===== config.mk =====
export PLATFORM = sky130hd
export DESIGN_NAME = rxmb_fifo
export DESIGN_NICKNAME = d
export VERILOG_FILES = /design/src/rtl/rxmb_pkg.sv /design/src/rtl/rxmb_ptr.sv /design/src/rtl/rxmb_store.sv /design/src/rtl/rxmb_count.sv /design/src/rtl/rxmb_fifo.sv
export SDC_FILE = /design/constraint.sdc
export NUM_CORES = 1
export LEC_CHECK = 0
export ABC_AREA = 1
export BUFFER_PORTS_ARGS = -buffer_cell sky130_fd_sc_hd__buf_2
export CAP_MARGIN = 20
export CORE_UTILIZATION = 50
export DETAILED_ROUTE_END_ITERATION = 6
export PLACE_DENSITY_LB_ADDON = 0.2
export SKIP_LAST_GASP = 1
export SLEW_MARGIN = 20
export SYNTH_ARGS = -nofsm -noshare
export SYNTH_HDL_FRONTEND = slang
export SYNTH_SLANG_ARGS = --single-unit

===== constraint.sdc =====
create_clock -name clk -period 11 [get_ports clk]
set_input_delay 2.2 -clock clk [delete_from_list [all_inputs] [get_ports clk]]
set_output_delay 2.2 -clock clk [all_outputs]
set_load 0.01 [all_outputs]

===== src/rtl/rxmb_pkg.sv =====
package rxmb_pkg;
   localparam int MIN_DLC_W = 4;
   localparam int MAX_BYTES = 8;
   typedef enum logic [1:0] {
      CNT_HOLD = 2'd0,
      CNT_UP   = 2'd1,
      CNT_DOWN = 2'd2
   } cnt_move_e;
endpackage


===== src/rtl/rxmb_ptr.sv =====
module rxmb_ptr #(
   parameter int DEPTH = 3,
   parameter int PTR_W = 2
) (
   input  logic             clk,
   input  logic             rst_n,
   input  logic             step,
   output logic [PTR_W-1:0] ptr
);
   logic [PTR_W-1:0] ptr_q, ptr_nx;

   generate
      if ((1 << PTR_W) == DEPTH) begin : g_pow2
         always_comb ptr_nx = ptr_q + PTR_W'(1);
      end else begin : g_mod
         always_comb ptr_nx = (ptr_q == PTR_W'(DEPTH - 1)) ? '0 : ptr_q + PTR_W'(1);
      end
   endgenerate

   always_ff @(posedge clk or negedge rst_n) begin
      if (!rst_n)    ptr_q <= '0;
      else if (step) ptr_q <= ptr_nx;
   end

   assign ptr = ptr_q;
endmodule


===== src/rtl/rxmb_store.sv =====
module rxmb_store #(
   parameter int DEPTH  = 3,
   parameter int PTR_W  = 2,
   parameter int SLOT_W = 97
) (
   input  logic              clk,
   input  logic              we,
   input  logic [PTR_W-1:0]  waddr,
   input  logic [SLOT_W-1:0] wdata,
   input  logic [PTR_W-1:0]  raddr,
   output logic [SLOT_W-1:0] rdata
);
   logic [SLOT_W-1:0] slot_q [DEPTH];

   for (genvar s = 0; s < DEPTH; s++) begin : g_slot
      always_ff @(posedge clk) begin
         if (we && waddr == PTR_W'(s)) slot_q[s] <= wdata;
      end
   end

   always_comb begin
      rdata = '0;
      for (int s = 0; s < DEPTH; s++) begin
         if (raddr == PTR_W'(s)) rdata = slot_q[s];
      end
   end
endmodule


===== src/rtl/rxmb_count.sv =====
module rxmb_count
   import rxmb_pkg::*;
#(
   parameter int DEPTH = 3,
   parameter int CNT_W = 2
) (
   input  logic             clk,
   input  logic             rst_n,
   input  logic             push_req,
   input  logic             pop_req,
   input  logic             ovr_clr,
   output logic             push_ok,
   output logic             pop_ok,
   output logic [CNT_W-1:0] cnt,
   output logic             full,
   output logic             overrun
);
   logic [CNT_W-1:0] cnt_q;
   logic             ovr_q;
   cnt_move_e        move;

   always_comb begin
      full    = (cnt_q == CNT_W'(DEPTH));
      push_ok = push_req && !full;
      pop_ok  = pop_req && (cnt_q != '0);
      case ({push_ok, pop_ok})
         2'b10:   move = CNT_UP;
         2'b01:   move = CNT_DOWN;
         default: move = CNT_HOLD;
      endcase
   end

   always_ff @(posedge clk or negedge rst_n) begin
      if (!rst_n) begin
         cnt_q <= '0;
         ovr_q <= 1'b0;
      end else begin
         case (move)
            CNT_UP:   cnt_q <= cnt_q + CNT_W'(1);
            CNT_DOWN: cnt_q <= cnt_q - CNT_W'(1);
            default:  cnt_q <= cnt_q;
         endcase
         if (push_req && full) ovr_q <= 1'b1;
         else if (ovr_clr)     ovr_q <= 1'b0;
      end
   end

   assign cnt     = cnt_q;
   assign overrun = ovr_q;
endmodule


===== src/rtl/rxmb_fifo.sv =====
module rxmb_fifo
   import rxmb_pkg::*;
#(
   parameter int DEPTH      = 3,
   parameter int ID_W       = 29,
   parameter int DLC_W      = 4,
   parameter int DATA_BYTES = 8,
   localparam int DATA_W    = 8 * DATA_BYTES,
   localparam int PTR_W     = (DEPTH > 1) ? $clog2(DEPTH) : 1,
   localparam int CNT_W     = $clog2(DEPTH + 1)
) (
   input  logic              clk,
   input  logic              rst_n,
   input  logic              rx_push,
   input  logic [ID_W-1:0]   rx_id,
   input  logic [DLC_W-1:0]  rx_dlc,
   input  logic [DATA_W-1:0] rx_data,
   input  logic              sw_release,
   input  logic              sw_ovr_clr,
   output logic [ID_W-1:0]   hd_id,
   output logic [DLC_W-1:0]  hd_dlc,
   output logic [DATA_W-1:0] hd_data,
   output logic [CNT_W-1:0]  pend_cnt,
   output logic [PTR_W-1:0]  wr_ptr,
   output logic [PTR_W-1:0]  rd_ptr,
   output logic              fifo_full,
   output logic              ovr_flag
);
   localparam int SLOT_W = ID_W + DLC_W + DATA_W;

   generate
      if (DEPTH < 2) begin : g_bad_depth
         $error("rxmb_fifo: DEPTH must be at least 2");
      end
      if (DATA_BYTES < 1 || DATA_BYTES > MAX_BYTES) begin : g_bad_bytes
         $error("rxmb_fifo: DATA_BYTES out of range");
      end
      if (DLC_W < MIN_DLC_W) begin : g_bad_dlc
         $error("rxmb_fifo: DLC_W too narrow");
      end
   endgenerate

   logic              push_ok, pop_ok;
   logic [SLOT_W-1:0] wslot, rslot;

   rxmb_count #(.DEPTH(DEPTH), .CNT_W(CNT_W)) cnt_i (
      .clk(clk), .rst_n(rst_n), .push_req(rx_push), .pop_req(sw_release),
      .ovr_clr(sw_ovr_clr), .push_ok(push_ok), .pop_ok(pop_ok),
      .cnt(pend_cnt), .full(fifo_full), .overrun(ovr_flag)
   );

   rxmb_ptr #(.DEPTH(DEPTH), .PTR_W(PTR_W)) wptr_i (
      .clk(clk), .rst_n(rst_n), .step(push_ok), .ptr(wr_ptr)
   );

   rxmb_ptr #(.DEPTH(DEPTH), .PTR_W(PTR_W)) rptr_i (
      .clk(clk), .rst_n(rst_n), .step(pop_ok), .ptr(rd_ptr)
   );

   assign wslot = {rx_id, rx_dlc, rx_data};

   rxmb_store #(.DEPTH(DEPTH), .PTR_W(PTR_W), .SLOT_W(SLOT_W)) store_i (
      .clk(clk), .we(push_ok), .waddr(wr_ptr), .wdata(wslot),
      .raddr(rd_ptr), .rdata(rslot)
   );

   assign {hd_id, hd_dlc, hd_data} = rslot;
endmodule


# Word-level counts from Yosys, hierarchy flattened

Memories as Yosys holds them, arrays and structs flattened.
Cells that the tools add are included.

$add $sub $neg: 4
Reduce and logical (&&, ||, !) cells: 14
Multiplexer cells: 21
Eq/ne operators: 9

Operators by type and width:

| kind                                              | count |
|---|---|
| 2-to-1 mux 97 bit                                 | 5 |
| OR reduction 97 bit                               | 2 |
| == test 2 bit (second input constant)             | 5 |
| 2-to-1 mux 1 bit                                  | 10 |
| == test 2 x 1 -> 1 bit (second input constant)    | 4 |
| 2-to-1 mux 2 bit                                  | 4 |
| case mux 2 bit (2 select lines)                   | 2 |
| adder 2 x 1 -> 2 bit (second input constant)      | 3 |
| logical AND 1 bit                                 | 6 |
| nonzero test 2 bit                                | 3 |
| logical NOT 2 bit                                 | 2 |
| subtractor 2 x 1 -> 2 bit (second input constant) | 1 |
| logical NOT 1 bit                                 | 1 |

Register bits after elaboration: 7
Word-level logic and storage cells: 53
Output and inout bits: 105
Memories: 1
RAM bits: 291

Memory list:

| name           | words | width | rd ports | clocked after memory_dff | write ports | line             | text |
|---|---|---|---|---|---|---|---|
| store_i.slot_q | 3     | 97    | 3        | 0                        | 1           | rxmb_store.sv:13 | `logic [SLOT_W-1:0] slot_q [DEPTH];` |

# Depth between registers and ports, before layout

Depth in word-level cells: 9
Depth in mapped cells: 8
Gate-level depth less buffers: 8

# Modules after synthesis

A second synthesis with hierarchy kept.

Cells, all modules: 784
Area, all modules: 11,268.3 um^2

By module, submodules not included:

| module     | cells each | times used | area each (um^2) |
|---|---|---|---|
| rxmb_store | 739        | 1          | 10,921.7 |
| rxmb_count | 23         | 1          | 176.4 |
| rxmb_ptr   | 11         | 2          | 85.1 |

# Worst setup path before layout

OpenSTA, ideal clock, no wires.

Path type: input port to flip-flop
From: input rx_push
To: memory store_i.slot_q[2][0], in the netlist store_i.slot_q[0][194] (enable)
Library setup time: 671 ps
Setup slack: 1,414 ps
Arrival time: 8,914 ps
Path buffers: 0
Data required time: 10,329 ps
Stages: 2
Cells stage by stage: nand2_1 > nor3_1

Cells in the longest elaborated chain, start to end: 7
Elaborated cells between the ends (all ways): 16
Those cells by class: mux: 10; reduce/logical: 6

Ends and longest elaborated chain:

| element                                                                            | line             | text |
|---|---|---|
| start, declared                                                                    | rxmb_fifo.sv:14  | `input logic rx_push,` |
| logical AND 1 bit (*)                                                              | rxmb_count.sv:24 | `push_ok = push_req && !full;` |
| logical AND 1 bit                                                                  | rxmb_store.sv:17 | `if (we && waddr == PTR_W'(s)) slot_q[s] <= wdata;` |
| 2-to-1 mux 1 bit                                                                   | rxmb_store.sv:17 |  |
| 2-to-1 mux 1 bit (not written as such)                                             | rxmb_store.sv:17 |  |
| OR reduction 97 bit (no source line)                                               | -                |  |
| 2-to-1 mux 2 bit (no source line) or 2-to-1 mux 1 bit (tied branches) (2 in a row) | -                |  |
| end, declared                                                                      | rxmb_store.sv:13 |  |

Mark *: on every way between the ends. The rest lies on a longest branch, timed or not.

# Final worst setup path

From: register rptr_i.ptr_q[0], in the netlist rptr_i.ptr[0]
To: output hd_data[22]

Cells in the longest elaborated chain, start to end: 4
Elaborated cells between the ends (all ways): 6
Those cells by class: eq/ne: 2; mux: 3; reduce/logical: 1

Ends and longest elaborated chain:

| element                        | line             | text |
|---|---|---|
| start, declared                | rxmb_ptr.sv:10   | `logic [PTR_W-1:0] ptr_q, ptr_nx;` |
| start signal, assigned         | rxmb_ptr.sv:22   | `else if (step) ptr_q <= ptr_nx;` |
| logical NOT 2 bit              | rxmb_store.sv:24 | `if (raddr == PTR_W'(s)) rdata = slot_q[s];` |
| 2-to-1 mux 97 bit (2 in a row) | rxmb_store.sv:24 |  |
| 2-to-1 mux 97 bit (*)          | rxmb_store.sv:24 |  |
| end, declared                  | rxmb_fifo.sv:22  | `output logic [DATA_W-1:0] hd_data,` |

Marked as above.

==> flow_metrics.tcl <==
set metrics [dict create \
    ir_drop_uv 167 \
    cts_buffers 29 \
    drc 0 \
    synth_edf_count 291 \
    synth_fa_ha_area_share_pct 0.116 \
    layout_setup_ws_ns 5.77 \
    drt-total-wl_um 20300 \
    synth.mux.area_fraction_pct 0 \
    outcome "complete, no violations" \
    clkTransAtPathRegs_ns 0.06 \
    first_global_vias 5809 \
    hold_path_end "cnt_i.overrun" \
    initial_core_util_pct 51.2 \
    placed_cells 1219 \
    yosysSeqAreaShare_pct 82.3 \
    cts_resized 0 \
    clk_latency_ns 0.54 \
    wl_per_cell_um 15.9 \
    holdBufCountCts 0 \
    track_usage_pct 18.1 \
    tightest_slew_ns 1.02 \
    coreArea_um2 21200 \
    ios 207 \
    max_freq_mhz 191 \
    placement.setup.worst_slack_ns 6.23 \
    clock_path_buffers 3 \
    die_w_um 149 \
    grt_pass1_wl_um 30600 \
    die_h_um 149 \
    ys_ff_latch 298 \
    leakagePower_nw 5.03 \
    syn_area_per_cell_um2 14.3 \
    rr_worst_depth 5 \
    hp-class "reg -> reg" \
    layout-drive-gt1-share_pct 26.4 \
    powerDensity_nw_per_um2 271 \
    vias_per_cell 4.91 \
    synthXorXnorAreaFrac_pct 0.0809 \
    ys_async_sr_fraction_pct 2.35 \
    synth_top_family_by_area "simple AND/OR/NAND/NOR gates" \
    netlist_instances 757 \
    crit_fanout 59 \
    finalNetCount 1078 \
    rows 53 \
    final-setup-viol-count 0 \
    maxCapViolations 0 \
    synthesis.nets 860 \
    hold_slack_ns 0.528 \
    die_area_um2 22200 \
    syn2layout_area_growth_pct 20.4 \
    endpoint_kind "output pin" \
    drt-initial-drc-count 325 \
    rr_endpoint "store_i.slot_q[0][190]" \
    critical_path_arrival_ns 3.03 \
    reg2reg_slack_ns 8.03 \
    clock-skew-final_ns 0.0157 \
    hold_viol_final 0 \
    syn-cell-area_um2 10800 \
    htreeDepth 1 \
    yosysWarningCount 0 \
    hold_depth 2 \
    synthFlopType "edfxtp_1" \
    drv_slew 0 \
    post-dp-hpwl_um 12100 \
    hp-start "cnt_i.overrun" \
    antenna_left 0 \
    crit_type "reg -> out" \
    ys_types 19 \
    clock-sinks 298 \
    root_buffer "clkbuf_16" \
    fin_tns_setup_ns 0 \
    min_period_ns 5.23 \
    grt_max_degree 60 \
    yosys.area_share.simple_pct 15.6 \
    r2r-start "cnt_i.cnt[0]" \
    grt-ovfl-total 0 \
    antenna_found_initial 2 \
    rsz0062_at_grt "false" \
    vias 6255 \
    layout_commonest_cell "nand2_1" \
    worstPathRequired_ns 8.80 \
    final_cells 1274 \
    finalCritPeriodShare_pct 47.5 \
    port_buffers 206 \
    tritoncts "built" \
    relSlewSlack_pct 32.1 \
    num-fill-cells 1598 \
    drt_pass1_iterations 6 \
    place.gp.congestion 0.686 \
    cts_setup_buffers 0 \
    final_cell_mix "nand2_1, edfxtp_1, buf_2" \
    synth_compound_area_share_pct 0.185 \
    critPathLaunchType "register" \
]
where the power goes:
group | internal, W | total, W | switching (W)
logic | 0.000347 | 0.00107 | 0.000721
clock network | 0.000507 | 0.000893 | 0.000387
registers | 0.00151 | 0.00157 | 0.0000575
worst max-delay path: stages, from the launching register on:
cell     delay [ns]
dfrtp_1        0.49
inv_2          0.08
nor2_4         0.76
buf_4          0.70
nand2_1        0.12
nand3_1        0.13
buf_2          0.14
per-stage QoR:
step	utilization, %	total power, W	area [um^2]
3_5_place_dp	57.5	0.00268	12200
5_1_grt	61.6	0.00373	13000
2_1_floorplan	-	0.00225	10800
4_1_cts	61.6	0.00358	13000
6_report	61.6	0.00353	13000
3_3_place_gp	57.5	0.00267	12200
area by class of cell:
class                      instances  area, um^2  share of cell area, %
sequential                       298        8910                   68.4
multi-input combinational        419        1760                   13.5
timing repair buffer             217        1110                   8.54
clock buffer                      37         756                   5.80
tap                              275         344                   2.64
clock inverter                    17         108                  0.825
inverter                          10        37.5                  0.288
antenna                            1        2.50                 0.0192
metal layers:
| layer | global-route usage [%] | wire length (um) | vias up |
|---|---|---|---|
| li1 | - | - | 3104 |
| met1 | 22.7 | 8490 | 2919 |
| met2 | 30.2 | 9650 | 190 |
| met3 | 5.35 | 1610 | 40 |
| met4 | 5.66 | 513 | 2 |
| met5 | 0 | 11 | - |
Yosys cell counts, types with 2 or more instances:
library cell,number,share of area [%]
nand2_1,307,11
edfxtp_1,291,81
nand3_1,98,4.5
clkbuf_1,11,0.38
inv_1,8,0.28
buf_1,7,0.24
buf_2,7,0.32
dfrtp_1,7,1.6
buf_4,5,0.35
o21ai_0,4,0.18
inv_2,2,0.069
nor2_1,2,0.069
nor2_2,2,0.12
registers in the layout (all words and copies together) (netlist names):
register,flops
rptr_i.ptr,2
cnt_i.cnt,2
cnt_i.overrun,1
store_i.slot_q,291
wptr_i.ptr,2
logic make-up after synthesis:
kind of cell    count (synthesis)
simple gates                  413
flops                         298
buf+inv                        40
compound gates                  4
xor+xnor                        1
fa+ha+maj                       1
how the worst max path moves through the flow:
stage / from / endpoint / slack (ns)
global placement: rx_push / store_i.slot_q[0][183] / 6.25
floorplan: rx_push / store_i.slot_q[0][194] / 1.41
global route: rptr_i.ptr[0] / hd_dlc[1] / 5.52
detailed placement: rx_push / store_i.slot_q[0][184] / 6.23
CTS: rptr_i.ptr[0] / hd_id[24] / 5.69
finish: rptr_i.ptr[0] / hd_data[22] / 5.77
Note: power is estimated with default switching activity, not from simulation.
